## src/rtl/lfb_pkg.sv

```systemverilog
package lfb_pkg;
  typedef enum logic [1:0] {
    ST_IDLE    = 2'd0,
    ST_START   = 2'd1,
    ST_BURST   = 2'd2,
    ST_PENALTY = 2'd3
  } lfb_state_e;
endpackage

```

## src/rtl/lfb_beat_ctr.sv

```systemverilog
module lfb_beat_ctr #(
  parameter int unsigned LINE_WORDS = 4,
  localparam int unsigned IDX_W = $clog2(LINE_WORDS)
) (
  input  logic             clk_i,
  input  logic             rst_ni,
  input  logic             clr_i,
  input  logic             beat_i,
  input  logic [IDX_W-1:0] crit_idx_i,
  output logic             first_o,
  output logic             last_o,
  output logic [IDX_W-1:0] wr_idx_o
);
  localparam logic [IDX_W-1:0] CNT_MAX = IDX_W'(LINE_WORDS - 1);

  logic [IDX_W-1:0] cnt_q;

  always_ff @(posedge clk_i or negedge rst_ni) begin
    if (!rst_ni)     cnt_q <= '0;
    else if (clr_i)  cnt_q <= '0;
    else if (beat_i) cnt_q <= (cnt_q == CNT_MAX) ? '0 : cnt_q + IDX_W'(1);
  end

  assign first_o  = (cnt_q == '0);
  assign last_o   = (cnt_q == CNT_MAX);
  // wrap-around placement: beat k lands at crit + k (line size is a power of two)
  assign wr_idx_o = crit_idx_i + cnt_q;

  assert_beat_wrap_R4: assert property (@(posedge clk_i) disable iff (!rst_ni)
    (beat_i && last_o && !clr_i) |=> first_o);
endmodule

```

## src/rtl/lfb_line_buf.sv

```systemverilog
module lfb_line_buf #(
  parameter int unsigned LINE_WORDS = 4,
  parameter int unsigned DATA_W     = 64,
  localparam int unsigned IDX_W = $clog2(LINE_WORDS)
) (
  input  logic              clk_i,
  input  logic              we_i,
  input  logic [IDX_W-1:0]  wr_idx_i,
  input  logic [DATA_W-1:0] wr_data_i,
  input  logic [IDX_W-1:0]  rd_idx_i,
  output logic [DATA_W-1:0] rd_data_o
);
  logic [DATA_W-1:0] word_q [LINE_WORDS];

  for (genvar w = 0; w < LINE_WORDS; w++) begin : g_word
    always_ff @(posedge clk_i) begin
      if (we_i && (wr_idx_i == IDX_W'(w))) word_q[w] <= wr_data_i;
    end
  end

  assign rd_data_o = word_q[rd_idx_i];
endmodule

```

## src/rtl/lfb_req_slot.sv

```systemverilog
module lfb_req_slot #(
  parameter int unsigned W = 29
) (
  input  logic         clk_i,
  input  logic         rst_ni,
  input  logic         load_i,
  input  logic         clr_i,
  input  logic [W-1:0] din_i,
  input  logic         same_i,
  output logic         valid_o,
  output logic [W-1:0] dout_o,
  output logic         same_o
);
  always_ff @(posedge clk_i or negedge rst_ni) begin
    if (!rst_ni) begin
      valid_o <= 1'b0;
      dout_o  <= '0;
      same_o  <= 1'b0;
    end else if (load_i) begin
      valid_o <= 1'b1;
      dout_o  <= din_i;
      same_o  <= same_i;
    end else if (clr_i) begin
      valid_o <= 1'b0;
    end
  end

  assert_no_overwrite_R7: assert property (@(posedge clk_i) disable iff (!rst_ni)
    load_i |-> !valid_o);
  assert_slot_hold_R7: assert property (@(posedge clk_i) disable iff (!rst_ni)
    (valid_o && !clr_i) |=> (valid_o && $stable(dout_o)));
endmodule

```

## src/rtl/lfb_penalty_timer.sv

```systemverilog
module lfb_penalty_timer #(
  parameter int unsigned PENALTY_CYCLES = 4,
  localparam int unsigned PW = (PENALTY_CYCLES > 0) ? $clog2(PENALTY_CYCLES + 1) : 1
) (
  input  logic clk_i,
  input  logic rst_ni,
  input  logic run_i,
  output logic done_o
);
  logic [PW-1:0] cnt_q;

  always_ff @(posedge clk_i or negedge rst_ni) begin
    if (!rst_ni)     cnt_q <= '0;
    else if (!run_i) cnt_q <= '0;
    else if (!done_o) cnt_q <= cnt_q + PW'(1);
  end

  assign done_o = run_i && (cnt_q == PW'(PENALTY_CYCLES));

  assert_penalty_bound_R5: assert property (@(posedge clk_i) disable iff (!rst_ni)
    run_i |-> (cnt_q <= PW'(PENALTY_CYCLES)));
endmodule

```

## src/rtl/lfb_fill_buffer.sv

```systemverilog
module lfb_fill_buffer
  import lfb_pkg::*;
#(
  parameter int unsigned ADDR_W         = 32,
  parameter int unsigned DATA_W         = 64,
  parameter int unsigned LINE_WORDS     = 4,
  parameter int unsigned PENALTY_CYCLES = 4,
  localparam int unsigned OFF_W  = $clog2(DATA_W / 8),
  localparam int unsigned IDX_W  = $clog2(LINE_WORDS),
  localparam int unsigned LINE_W = ADDR_W - OFF_W - IDX_W
) (
  input  logic              clk_i,
  input  logic              rst_ni,
  input  logic              req_valid_i,
  output logic              req_ready_o,
  input  logic [ADDR_W-1:0] req_addr_i,
  output logic              rsp_valid_o,
  output logic [DATA_W-1:0] rsp_data_o,
  output logic              bus_start_o,
  output logic [LINE_W-1:0] bus_line_o,
  output logic [IDX_W-1:0]  bus_word_o,
  input  logic              bus_beat_valid_i,
  input  logic [DATA_W-1:0] bus_beat_data_i
);
  localparam int unsigned SLOT_W = LINE_W + IDX_W;

  lfb_state_e state_q, state_d;
  logic [LINE_W-1:0] act_line_q;
  logic [IDX_W-1:0]  act_idx_q;

  logic [LINE_W-1:0] req_line;
  logic [IDX_W-1:0]  req_idx;
  logic              accept, beat_in, first_beat, last_beat;
  logic [IDX_W-1:0]  wr_idx;
  logic [DATA_W-1:0] buf_rd;
  logic              pend_v, pend_same, pend_load, pend_clr;
  logic [SLOT_W-1:0] pend_q;
  logic              pen_done, act_from_req, act_from_pend;

  assign req_line = req_addr_i[ADDR_W-1 -: LINE_W];
  assign req_idx  = req_addr_i[OFF_W +: IDX_W];
  assign accept   = req_valid_i && req_ready_o;
  assign beat_in  = (state_q == ST_BURST) && bus_beat_valid_i;

  // one slot; closed during the last beat so the end-of-burst decision sees a settled slot
  assign req_ready_o = (state_q == ST_IDLE) ||
                       (((state_q == ST_START) || (state_q == ST_BURST)) &&
                        !pend_v && !(beat_in && last_beat));

  always_comb begin
    state_d       = state_q;
    act_from_req  = 1'b0;
    act_from_pend = 1'b0;
    pend_clr      = 1'b0;
    unique case (state_q)
      ST_IDLE: if (accept) begin
        state_d      = ST_START;
        act_from_req = 1'b1;
      end
      ST_START: state_d = ST_BURST;
      ST_BURST: if (beat_in && last_beat) begin
        if (pend_v && !pend_same) begin
          state_d       = ST_START;
          act_from_pend = 1'b1;
          pend_clr      = 1'b1;
        end else if (pend_v) begin
          state_d = ST_PENALTY;
        end else begin
          state_d = ST_IDLE;
        end
      end
      ST_PENALTY: if (pen_done) begin
        state_d  = ST_IDLE;
        pend_clr = 1'b1;
      end
      default: state_d = ST_IDLE;
    endcase
  end

  always_ff @(posedge clk_i or negedge rst_ni) begin
    if (!rst_ni) begin
      state_q    <= ST_IDLE;
      act_line_q <= '0;
      act_idx_q  <= '0;
    end else begin
      state_q <= state_d;
      if (act_from_req) begin
        act_line_q <= req_line;
        act_idx_q  <= req_idx;
      end else if (act_from_pend) begin
        act_line_q <= pend_q[SLOT_W-1 -: LINE_W];
        act_idx_q  <= pend_q[IDX_W-1:0];
      end
    end
  end

  assign pend_load = accept && ((state_q == ST_START) || (state_q == ST_BURST));

  lfb_req_slot #(.W(SLOT_W)) u_slot (
    .clk_i   (clk_i),
    .rst_ni  (rst_ni),
    .load_i  (pend_load),
    .clr_i   (pend_clr),
    .din_i   ({req_line, req_idx}),
    .same_i  (req_line == act_line_q),
    .valid_o (pend_v),
    .dout_o  (pend_q),
    .same_o  (pend_same)
  );

  lfb_beat_ctr #(.LINE_WORDS(LINE_WORDS)) u_beat (
    .clk_i      (clk_i),
    .rst_ni     (rst_ni),
    .clr_i      (state_q == ST_START),
    .beat_i     (beat_in),
    .crit_idx_i (act_idx_q),
    .first_o    (first_beat),
    .last_o     (last_beat),
    .wr_idx_o   (wr_idx)
  );

  lfb_line_buf #(.LINE_WORDS(LINE_WORDS), .DATA_W(DATA_W)) u_buf (
    .clk_i     (clk_i),
    .we_i      (beat_in),
    .wr_idx_i  (wr_idx),
    .wr_data_i (bus_beat_data_i),
    .rd_idx_i  (pend_q[IDX_W-1:0]),
    .rd_data_o (buf_rd)
  );

  lfb_penalty_timer #(.PENALTY_CYCLES(PENALTY_CYCLES)) u_pen (
    .clk_i  (clk_i),
    .rst_ni (rst_ni),
    .run_i  (state_q == ST_PENALTY),
    .done_o (pen_done)
  );

  assign bus_start_o = (state_q == ST_START);
  assign bus_line_o  = act_line_q;
  assign bus_word_o  = act_idx_q;
  assign rsp_valid_o = (beat_in && first_beat) || ((state_q == ST_PENALTY) && pen_done);
  assign rsp_data_o  = (state_q == ST_PENALTY) ? buf_rd : bus_beat_data_i;

  assert_start_pulse_R2: assert property (@(posedge clk_i) disable iff (!rst_ni)
    bus_start_o |=> !bus_start_o);
  assert_idle_accept_R2: assert property (@(posedge clk_i) disable iff (!rst_ni)
    ((state_q == ST_IDLE) && req_valid_i && req_ready_o) |=> (bus_start_o && (bus_line_o == $past(req_line))));
  assert_chain_start_R6: assert property (@(posedge clk_i) disable iff (!rst_ni)
    (beat_in && last_beat && pend_v && !pend_same) |=> bus_start_o);
  assert_same_line_wait_R5: assert property (@(posedge clk_i) disable iff (!rst_ni)
    (beat_in && last_beat && pend_v && pend_same) |=> (!rsp_valid_o || (PENALTY_CYCLES == 0)));
  assert_no_idle_beat_R9: assert property (@(posedge clk_i) disable iff (!rst_ni)
    ((state_q == ST_IDLE) && bus_beat_valid_i) |-> !rsp_valid_o);
endmodule

```

## config.mk

```make
export PLATFORM = sky130hd
export DESIGN_NAME = lfb_fill_buffer
export DESIGN_NICKNAME = d
export VERILOG_FILES = /design/src/rtl/lfb_pkg.sv /design/src/rtl/lfb_beat_ctr.sv /design/src/rtl/lfb_line_buf.sv /design/src/rtl/lfb_req_slot.sv /design/src/rtl/lfb_penalty_timer.sv /design/src/rtl/lfb_fill_buffer.sv
export SDC_FILE = /design/constraint.sdc
export NUM_CORES = 1
export LEC_CHECK = 0
export BUFFER_PORTS_ARGS = -buffer_cell sky130_fd_sc_hd__buf_2
export CORE_UTILIZATION = 55
export CTS_BUF_LIST = sky130_fd_sc_hd__clkbuf_4 sky130_fd_sc_hd__clkbuf_8
export DETAILED_ROUTE_END_ITERATION = 12
export PLACE_DENSITY_LB_ADDON = 0.25
export RECOVER_POWER = 100
export SLEW_MARGIN = 10
export SYNTH_ARGS = -nofsm -noshare
export SYNTH_HDL_FRONTEND = slang
export SYNTH_HIERARCHICAL = 1
export SYNTH_SLANG_ARGS = --single-unit
export TNS_END_PERCENT = 1
```

## constraint.sdc

```tcl
create_clock -name clk_i -period 8.1 [get_ports clk_i]
set_input_delay 1.215 -clock clk_i [delete_from_list [all_inputs] [get_ports clk_i]]
set_output_delay 1.215 -clock clk_i [all_outputs]
set_load 0.02 [all_outputs]
```

======== After elaboration in Yosys (flattened, before gate mapping) ========
Memories as Yosys holds them, arrays and structs flattened.
Index checks and enable logic that the tools add are counted.
word-level totals
  register bits after elaboration ......... 67
  memories ................................ 1
  memory bits (writable) .................. 256
cells by class
  reduce and logical (&&, ||, !) cells .... 30
  equal/unequal tests ..................... 13
  $add $sub $neg .......................... 3
  muxes and demuxes ....................... 42
memories
  name          words  bits a word  read ports  clocked after memory_dff  wr ports  line                RTL
  u_buf.word_q  4      64           1           0                         1         lfb_line_buf.sv:13  logic [DATA_W-1:0] word_q [LINE_WORDS];
operators with widths
  cell                                                                   count
  64-bit 2-to-1 mux                                                      4
  64-bit OR reduction                                                    3
  27-bit 2-to-1 mux                                                      2
  27-bit equality test                                                   1
  2-bit 2-to-1 mux                                                       13
  1-bit 2-to-1 mux                                                       19
  1-bit logical AND                                                      14
  2-bit equality test, second input constant                             5
  2-bit case mux with 4 select lines                                     1
  2-bit logical NOT                                                      3
  3-bit 2-to-1 mux                                                       2
  2-bit != test, second input constant                                   3
  2-bit nonzero test                                                     3
  2-bit by 1-bit equality test with 1-bit output, second input constant  2
  3-bit by 1-bit adder with 3-bit output, second input constant          1
  3-bit equality test, second input constant                             1
  1-bit logical NOT                                                      3
  1-bit logical OR                                                       3
  3-bit AND reduction                                                    1
  2-bit by 1-bit adder with 2-bit output, second input constant          1
  2-bit adder                                                            1
  2-bit by 1-bit != test with 1-bit output, second input constant        1
  1-bit case mux with 2 select lines                                     1

======== Depth between registers and ports, before layout ========
Gate-level depths: netlist of the first run.
  word-level depth ........................ 10
  depth in mapped cells ................... 8

======== Modules after synthesis ========
The synthesis of the first run kept the hierarchy.
modules (own cells, without submodules)
  module             area an instance (um^2)  cells each  instances
  lfb_line_buf       9341.5                   338         1
  lfb_fill_buffer    2578.7                   296         1
  lfb_req_slot       1158.6                   66          1
  lfb_penalty_timer  168.9                    18          1
  lfb_beat_ctr       150.1                    14          1

======== Worst setup path after synthesis of the first run ========
No wires, ideal clock.
  path kind ............................... input-to-reg
  start point ............................. input bus_beat_valid_i
  end point ............................... memory u_buf.word_q[0][0] (enable)
  setup time .............................. 0.578 ns
  arrival time ............................ 6.166 ns
  stages on the path ...................... 2
  buffers on the path ..................... 0
  setup slack ............................. 1.356 ns
  cell sequence ........................... and2_1 -> nor3b_1
on the way
  word-level cells in the longest chain between the ends .. 8
ends and longest elaborated chain
  what                                                                                line                   RTL
  from (decl)                                                                         lfb_fill_buffer.sv:22  input logic bus_beat_valid_i,
  1-bit logical AND *                                                                 lfb_fill_buffer.sv:43  assign beat_in = (state_q == ST_BURST) && bus_beat_valid_i;
  1-bit logical AND                                                                   lfb_line_buf.sv:17     if (we_i && (wr_idx_i == IDX_W'(w))) word_q[w] <= wr_data_i;
  1-bit 2-to-1 mux                                                                    lfb_line_buf.sv:17
  1-bit 2-to-1 mux (not written as such)                                              lfb_line_buf.sv:17
  64-bit OR reduction (no source line)                                                --
  2-bit 2-to-1 mux (no source line) or 1-bit 2-to-1 mux (tied branches) (3 in a row)  --
  to (decl)                                                                           lfb_line_buf.sv:13
Every way passes the cells marked *; elsewhere a longest branch is shown, timed or not.

======== Worst setup path in the final report of the first run ========
  start point ............................. register state_q[0]
  end point ............................... output rsp_data_o[27]
on the way
  word-level cells in the longest chain between the ends .. 2
ends and longest elaborated chain
  what                    line                    RTL
  from (decl)             lfb_fill_buffer.sv:27   lfb_state_e state_q, state_d;
  from (signal assigned)  lfb_fill_buffer.sv:86   state_q <= state_d;
  2-bit equality test     lfb_fill_buffer.sv:142  assign rsp_data_o = (state_q == ST_PENALTY) ? buf_rd : bus_beat_data_i;
  64-bit 2-to-1 mux       lfb_fill_buffer.sv:142
  to (decl)               lfb_fill_buffer.sv:18   output logic [DATA_W-1:0] rsp_data_o,
Every way passes these cells.

==> flow_summary.json, run 1 <==
{
  "status": "finished, violations left",
  "violations": "capacitance limit, slew limit",
  "finalSetupViolCount": 0,
  "use_met2_pct": 35.0,
  "critPathArrivalTime_ps": 4750,
  "grt_pass1_vias": 7638,
  "final-max-slew-violation-count": 460,
  "nets": 1061,
  "synth_fa_ha_area_share_pct": 0.934,
  "timing.final.crit_period_ps": 5960,
  "wl_mm": 25.9,
  "synthXorXnorAreaFrac_pct": 1.90,
  "worstSetupPathType": "flip-flop to output pin",
  "drtAntennaViolNets": 0,
  "synth_top_area_cell": "edfxtp_1",
  "synthSimpleGateAreaFrac_pct": 3.98,
  "drv_cap": 10,
  "cts_resized": 0,
  "synthCells": 732,
  "dieHeight_um": 158,
  "rsz0062_at_grt": "no",
  "slowest_delay_ps": 1930,
  "grt_max_degree": 68,
  "synth.cell_area_um2": 13400,
  "cpLargestDelayFamily": "buffers and inverters",
  "muxShareOfSynthArea_pct": 18.8,
  "synth_flop_cell": "edfxtp_1",
  "num_vias": 7284,
  "grt_use_total_pct": 21.6,
  "timing.fmax_mhz": 168,
  "cts_hold_buf": 0,
  "multiInputGateArea_um2": 3700,
  "cp_cell_sequence": "ha_1 > clkbuf_1 > mux2_2 > buf_2",
  "skew_ps": 13.3,
  "cpMaxStageDelayCell": "clkbuf_1",
  "cts_setup_buffers": 0,
  "drive_gt1_share_pct": 32.4,
  "dieWidth_um": 158,
  "gr-usage-met3_pct": 5.37,
  "yosysMostFrequentCell": "edfxtp_1",
  "synth_top_family_by_area": "multiplexers",
  "viasPerCell": 5.55,
  "synth_edf_count": 256,
  "p_per_area_nw_per_um2": 358,
  "cts-htree-levels": 2,
  "yosys_warnings": 6,
  "place_hpwl_mm": 15.3,
  "fin_util_pct": 65.0,
  "final-seq-area_um2": 9370,
  "setup_tns_ps": 0,
  "synth_area_per_cell_um2": 18.3,
  "synthTopCellsByArea": "edfxtp_1, dfrtp_1, mux4_2, mux2_2, nand2_1",
  "cp-end-kind": "output pin",
  "hold_viol": 0,
  "synth_compound_area_share_pct": 1.93,
  "ios": 196,
  "gp_congestion": 0.736,
  "timing.slew.headroom_pct": -189,
  "synthTopCellsByCount": "edfxtp_1, mux2_2, dfrtp_1, nand2_1, mux4_2",
  "core_area_um2": 23700,
  "syn_nets": 842,
  "crit_buf_inv": 2,
  "drc": 0,
  "synth_cell_types": 36,
  "tritoncts": "yes",
  "cts.sinks": 323,
  "wl_per_cell_um": 19.7,
  "synth_top_area_share_pct": 57.4,
  "worstPathMaxFanout": 42,
  "buffer_ports.inserted": 192,
  "clk_pin_slew_ps": 60,
  "clock_latency_ps": 560,
  "cp-start-kind": "flip-flop",
  "antenna_found_initial": 2,
  "synth_async_sr_flop_share_pct": 20.7,
  "area_growth_pct": 14.9,
  "initial_utilization_pct": 56.6,
  "ys_seq_elements": 323,
  "grt_pass1_wl_mm": 40.8,
  "p_leak_uw": 0.00543,
  "cts_buffers": 51,
  "worst_slew_pin_slew_ps": 4330,
  "ir_drop_mv": 0.210,
  "n_fill_cell": 1767,
  "period_share_pct": 73.6,
  "grt_busiest_layer": "met2",
  "die_area_um2": 25000,
  "clockBufferDepth": 3,
  "grtUsageMet1_pct": 28.5,
  "first_pass_iters": 8,
  "holdCritPathClass": "flip-flop to flip-flop",
  "cp.required_ps": 6880,
  "yosysSeqAreaShare_pct": 69.9,
  "cts_root_buf": "clkbuf_8",
  "core.rowCount": 56,
  "overflow": 0,
  "initialDrtViolationCount": 474
}
## per-stage QoR
step	hold WS, ps	setup slack (ps)	std cells	power (µW)	cell area, µm²
4_1_cts	508	3550	1311	5590	15600
2_1_floorplan	480	1360	732	3760	13400
5_1_grt	519	1730	1311	5810	15400
3_3_place_gp	489	4170	1217	4200	14600
6_report	508	2140	1312	5510	15400
3_5_place_dp	496	4160	1217	4240	14600
## worst reg2reg max path, delay by kind of cell (launching register included)
kind | cells | cell delay [ps]
fa+ha+maj | 1 | 240
buf+inv | 2 | 2670
flops | 1 | 430
simple gates | 2 | 1820
## power by group
| group | total [µW] | internal (µW) | switching, µW |
|---|---|---|---|
| clock network | 1350 | 738 | 609 |
| registers | 2360 | 2150 | 207 |
| logic | 1800 | 813 | 991 |
| total | 5510 | 3700 | 1810 |
## path summary, 6_finish.rpt
kind	from	to	slack [ps]	cells after the start
max	state_q[0]	rsp_data_o[27]	2140	4
min	u_slot/dout_o[13]	u_slot/dout_o[13]	510	1
max reg2reg	state_q[0]	u_buf/word_q[0][28]	2420	5
min reg2reg	u_slot/dout_o[13]	u_slot/dout_o[13]	510	1
max in group asynchronous	rst_ni	u_slot/dout_o[1]	3790	2
min in group asynchronous	rst_ni	u_slot/dout_o[20]	2020	2
## final cells by class
class | count | share of cell area (%)
antenna | 1 | 0.0163
clock buffer | 75 | 6.05
multi-input combinational | 362 | 24.0
clock inverter | 19 | 0.553
inverter | 11 | 0.268
tap | 319 | 2.59
timing repair buffer | 202 | 5.64
sequential | 323 | 60.8
## layer usage
metal	part of all wire (%)	vias up
li1	-	3320
met1	43	3693
met2	48	222
met3	6.8	49
met4	1.9	0
met5	0	-
## layout by cell type, fill, tap and decap left out, types with 2 or more instances in the layout
cell and n:
inv_1 11, nor2_1 31, nand4_1 6, clkinv_1 14, buf_2 76, and3b_2 2, o21ai_0 2, xor2_1 16
nand3_1 2, a21oi_1 3, mux4_1 4, buf_4 4, clkinv_2 3, inv_6 2, mux2_2 93, nand2_1 66
edfxtp_1 256, nor4_1 5, and3_2 2, xnor2_1 13, mux4_2 60, clkbuf_8 59, nand2b_1 2, clkbuf_1 122
a31oi_1 31, ha_1 10, clkbuf_4 16, dfrtp_1 66
## state kept, by name, indices dropped and copies added, names as in the netlist
| name | count |
|---|---|
| bus_word_o | 2 |
| u_pen/cnt_q | 3 |
| u_slot/same_o | 1 |
| u_beat/cnt_q | 2 |
| u_buf/word_q | 256 |
| bus_line_o | 27 |
| state_q | 2 |
| u_slot/dout_o | 29 |
| u_slot/valid_o | 1 |
## cell families after synthesis
kind of cell	after synthesis
AO/OA/AOI/OAI	41
AND/OR/NAND/NOR	123
buffers and inverters	47
flip-flops	323
adder cells (fa/ha/maj)	10
XOR/XNOR	29
multiplexers	159
No activity file was read; power rests on OpenSTA's default activity.
==> run 2, diff against run 1 <==
--- a/config.mk
+++ b/config.mk
@@ -5,6 +5,7 @@
 export SDC_FILE = /design/constraint.sdc
 export NUM_CORES = 1
 export LEC_CHECK = 0
+export ABC_AREA = 1
 export BUFFER_PORTS_ARGS = -buffer_cell sky130_fd_sc_hd__buf_2
 export CORE_UTILIZATION = 55
 export CTS_BUF_LIST = sky130_fd_sc_hd__clkbuf_4 sky130_fd_sc_hd__clkbuf_8
==> constraint.sdc (replaced) <==
create_clock -name clk_i -period 6.1 [get_ports clk_i]
set_input_delay 0.915 -clock clk_i [delete_from_list [all_inputs] [get_ports clk_i]]
set_output_delay 0.915 -clock clk_i [all_outputs]
set_load 0.02 [all_outputs]
==> run 2 against run 1 <==
Against the previous run:
- highest routed layer unchanged
- routed wire length is 25% higher
- via count increased by 53%
- clock-buffer cell count down 4
- setup slack worse by 1000 ps
- cell count grew 76%
- hold slack lost 35 ps
- critical path type is now flip-flop to flip-flop
- combinational power up 56%
- clock skew grew 6.7 ps
- largest cell class unchanged
- final area grew 11%
- first-iteration DRC count rose by 54%
- core utilization shrank 1.7 points
- the run still ends with capacitance limit, slew limit left
==> flow_summary.json, run 2 <==
{
  "cts.sinks": 323,
  "cts_resized": 0,
  "num_vias": 11142,
  "violations": "capacitance limit, slew limit",
  "cts-htree-levels": 2,
  "ir_drop_mv": 0.296,
  "synthTopCellsByCount": "nand2_1, inv_1, edfxtp_1, nand3_1, dfrtp_1",
  "ys_seq_elements": 323,
  "regMostFlops": "u_buf/word_q",
  "setup_tns_ps": 0,
  "synth_top_area_share_pct": 50.4,
  "yosysMostFrequentCell": "nand2_1",
  "cts_root_buf": "clkbuf_8",
  "area_growth_pct": 12.4,
  "initial_utilization_pct": 56.3,
  "ios": 196,
  "grt_pass1_vias": 10803,
  "synth_async_sr_flop_share_pct": 20.7,
  "drv_cap": 7,
  "synth.cell_area_um2": 15300,
  "initialDrtViolationCount": 730,
  "overflow": 0,
  "finalSetupViolCount": 0,
  "viasPerCell": 4.82,
  "worstSetupPathType": "flip-flop to flip-flop",
  "cp.required_ps": 6160,
  "drive_gt1_share_pct": 7.73,
  "synth_area_per_cell_um2": 8.88,
  "drc": 0,
  "yosys_warnings": 6,
  "first_pass_iters": 5,
  "cts_buffers": 51,
  "die_area_um2": 28400,
  "core_area_um2": 27100,
  "tritoncts": "yes",
  "buffer_ports.inserted": 192,
  "wl_mm": 32.4,
  "status": "finished, violations left",
  "nets": 2010,
  "syn_nets": 1827,
  "cts_hold_buf": 0,
  "grt_max_degree": 77,
  "layout_commonest_cell": "nand2_1",
  "worst_slew_pin_slew_ps": 4390,
  "hold_viol": 0,
  "clockBufferDepth": 3,
  "clock_latency_ps": 570,
  "cp-start-kind": "flip-flop",
  "gp_congestion": 0.764,
  "place_hpwl_mm": 17.9,
  "dieHeight_um": 169,
  "worst_hold_slack_ps": 473,
  "yosysSeqAreaShare_pct": 61.4,
  "fin_util_pct": 63.3,
  "p_leak_uw": 0.00816,
  "layout_common_cells": "nand2_1, inv_1, edfxtp_1",
  "grt_pass1_wl_mm": 52.2,
  "synth_cell_types": 30,
  "largest_register_ffs": 256,
  "skew_ps": 20.0,
  "holdCritPathClass": "flip-flop to flip-flop",
  "synth_edf_count": 256,
  "timing.fmax_mhz": 200,
  "dieWidth_um": 169,
  "timing.slew.headroom_pct": -193,
  "timing.final.crit_period_ps": 5000,
  "critPathArrivalTime_ps": 5060,
  "drtAntennaViolNets": 0,
  "clk_pin_slew_ps": 60,
  "wl_per_cell_um": 14.0,
  "rsz0062_at_grt": "no",
  "cp-end-kind": "flip-flop",
  "antenna_found_initial": 0,
  "grt_use_total_pct": 23.1,
  "period_share_pct": 82.0,
  "final-max-slew-violation-count": 438,
  "synthTopCellsByArea": "edfxtp_1, nand2_1, dfrtp_1, inv_1, nand3_1",
  "synthCells": 1717,
  "p_per_area_nw_per_um2": 453,
  "antennaDiodeCount": 0,
  "cts_setup_buffers": 0,
  "core.rowCount": 60,
  "synth_top_area_cell": "edfxtp_1",
  "synth_flop_cell": "edfxtp_1",
  "worstPathMaxFanout": 64
}
-- run 2: cell type report --
cell class / count / area [µm²]
inverter: 320 / 1200
tap: 372 / 465
timing repair buffer: 204 / 832
sequential: 323 / 9370
clock inverter: 22 / 154
clock buffer: 71 / 902
fill: 2249 / 9950
multi-input combinational: 1000 / 4220
-- run 2: cell families (layout without fill, tap and decap cells) --
kind of cell	Yosys count	after routing	share of synthesized area, %
buffers and inverters	394	617	10.7
adders and majority gates	10	10	0.820
and+or+nand+nor	925	925	24.4
AOI/OAI and AO/OA	58	58	2.24
DFF	323	323	61.4
xor gates and xnor gates	7	7	0.402
-- run 2: worst paths after layout --
| check | from | end | slack (ps) | depth (start not counted) |
|---|---|---|---|---|
| max | state_q[0] | u_buf/word_q[1][46] | 1100 | 7 |
| min | u_slot/dout_o[15] | u_slot/dout_o[15] | 470 | 2 |
| max reg2reg | state_q[0] | u_buf/word_q[1][46] | 1100 | 7 |
| min reg2reg | u_slot/dout_o[15] | u_slot/dout_o[15] | 470 | 2 |
| max in group asynchronous | rst_ni | u_slot/dout_o[0] | 1860 | 2 |
| min in group asynchronous | rst_ni | bus_line_o[10] | 1660 | 2 |
-- run 2: worst max-delay path: stages, from the launching register on --
cell and delay, ps:
dfrtp_1 420, inv_1 140, ha_1 260, nand2_2 70
clkinvlp_2 210, inv_1 130, nor3_1 140, clkbuf_1 3100
-- run 2: metrics by stage --
stage               setup slack (ps)  cell area (µm²)  total power, µW  std cells
floorplan                       61.6            15300             5260       1717
global placement                2110            16400             5950       2219
global route                     750            17100             8310       2312
CTS                             1460            17400             7910       2312
detailed placement              2080            16400             6030       2219
finish                          1100            17100             7760       2312
-- run 2: per-layer routing --
metal,wire [µm],GRT usage (%)
met4,612,6.21
met3,2450,6.34
met5,0,0
met2,15500,39.3
met1,13800,29.0
-- run 2: power by group --
part | leakage, µW | switching [µW] | internal [µW]
clock network | 0.000559 | 818 | 1040
logic | 0.00445 | 2030 | 779
registers | 0.00315 | 234 | 2860
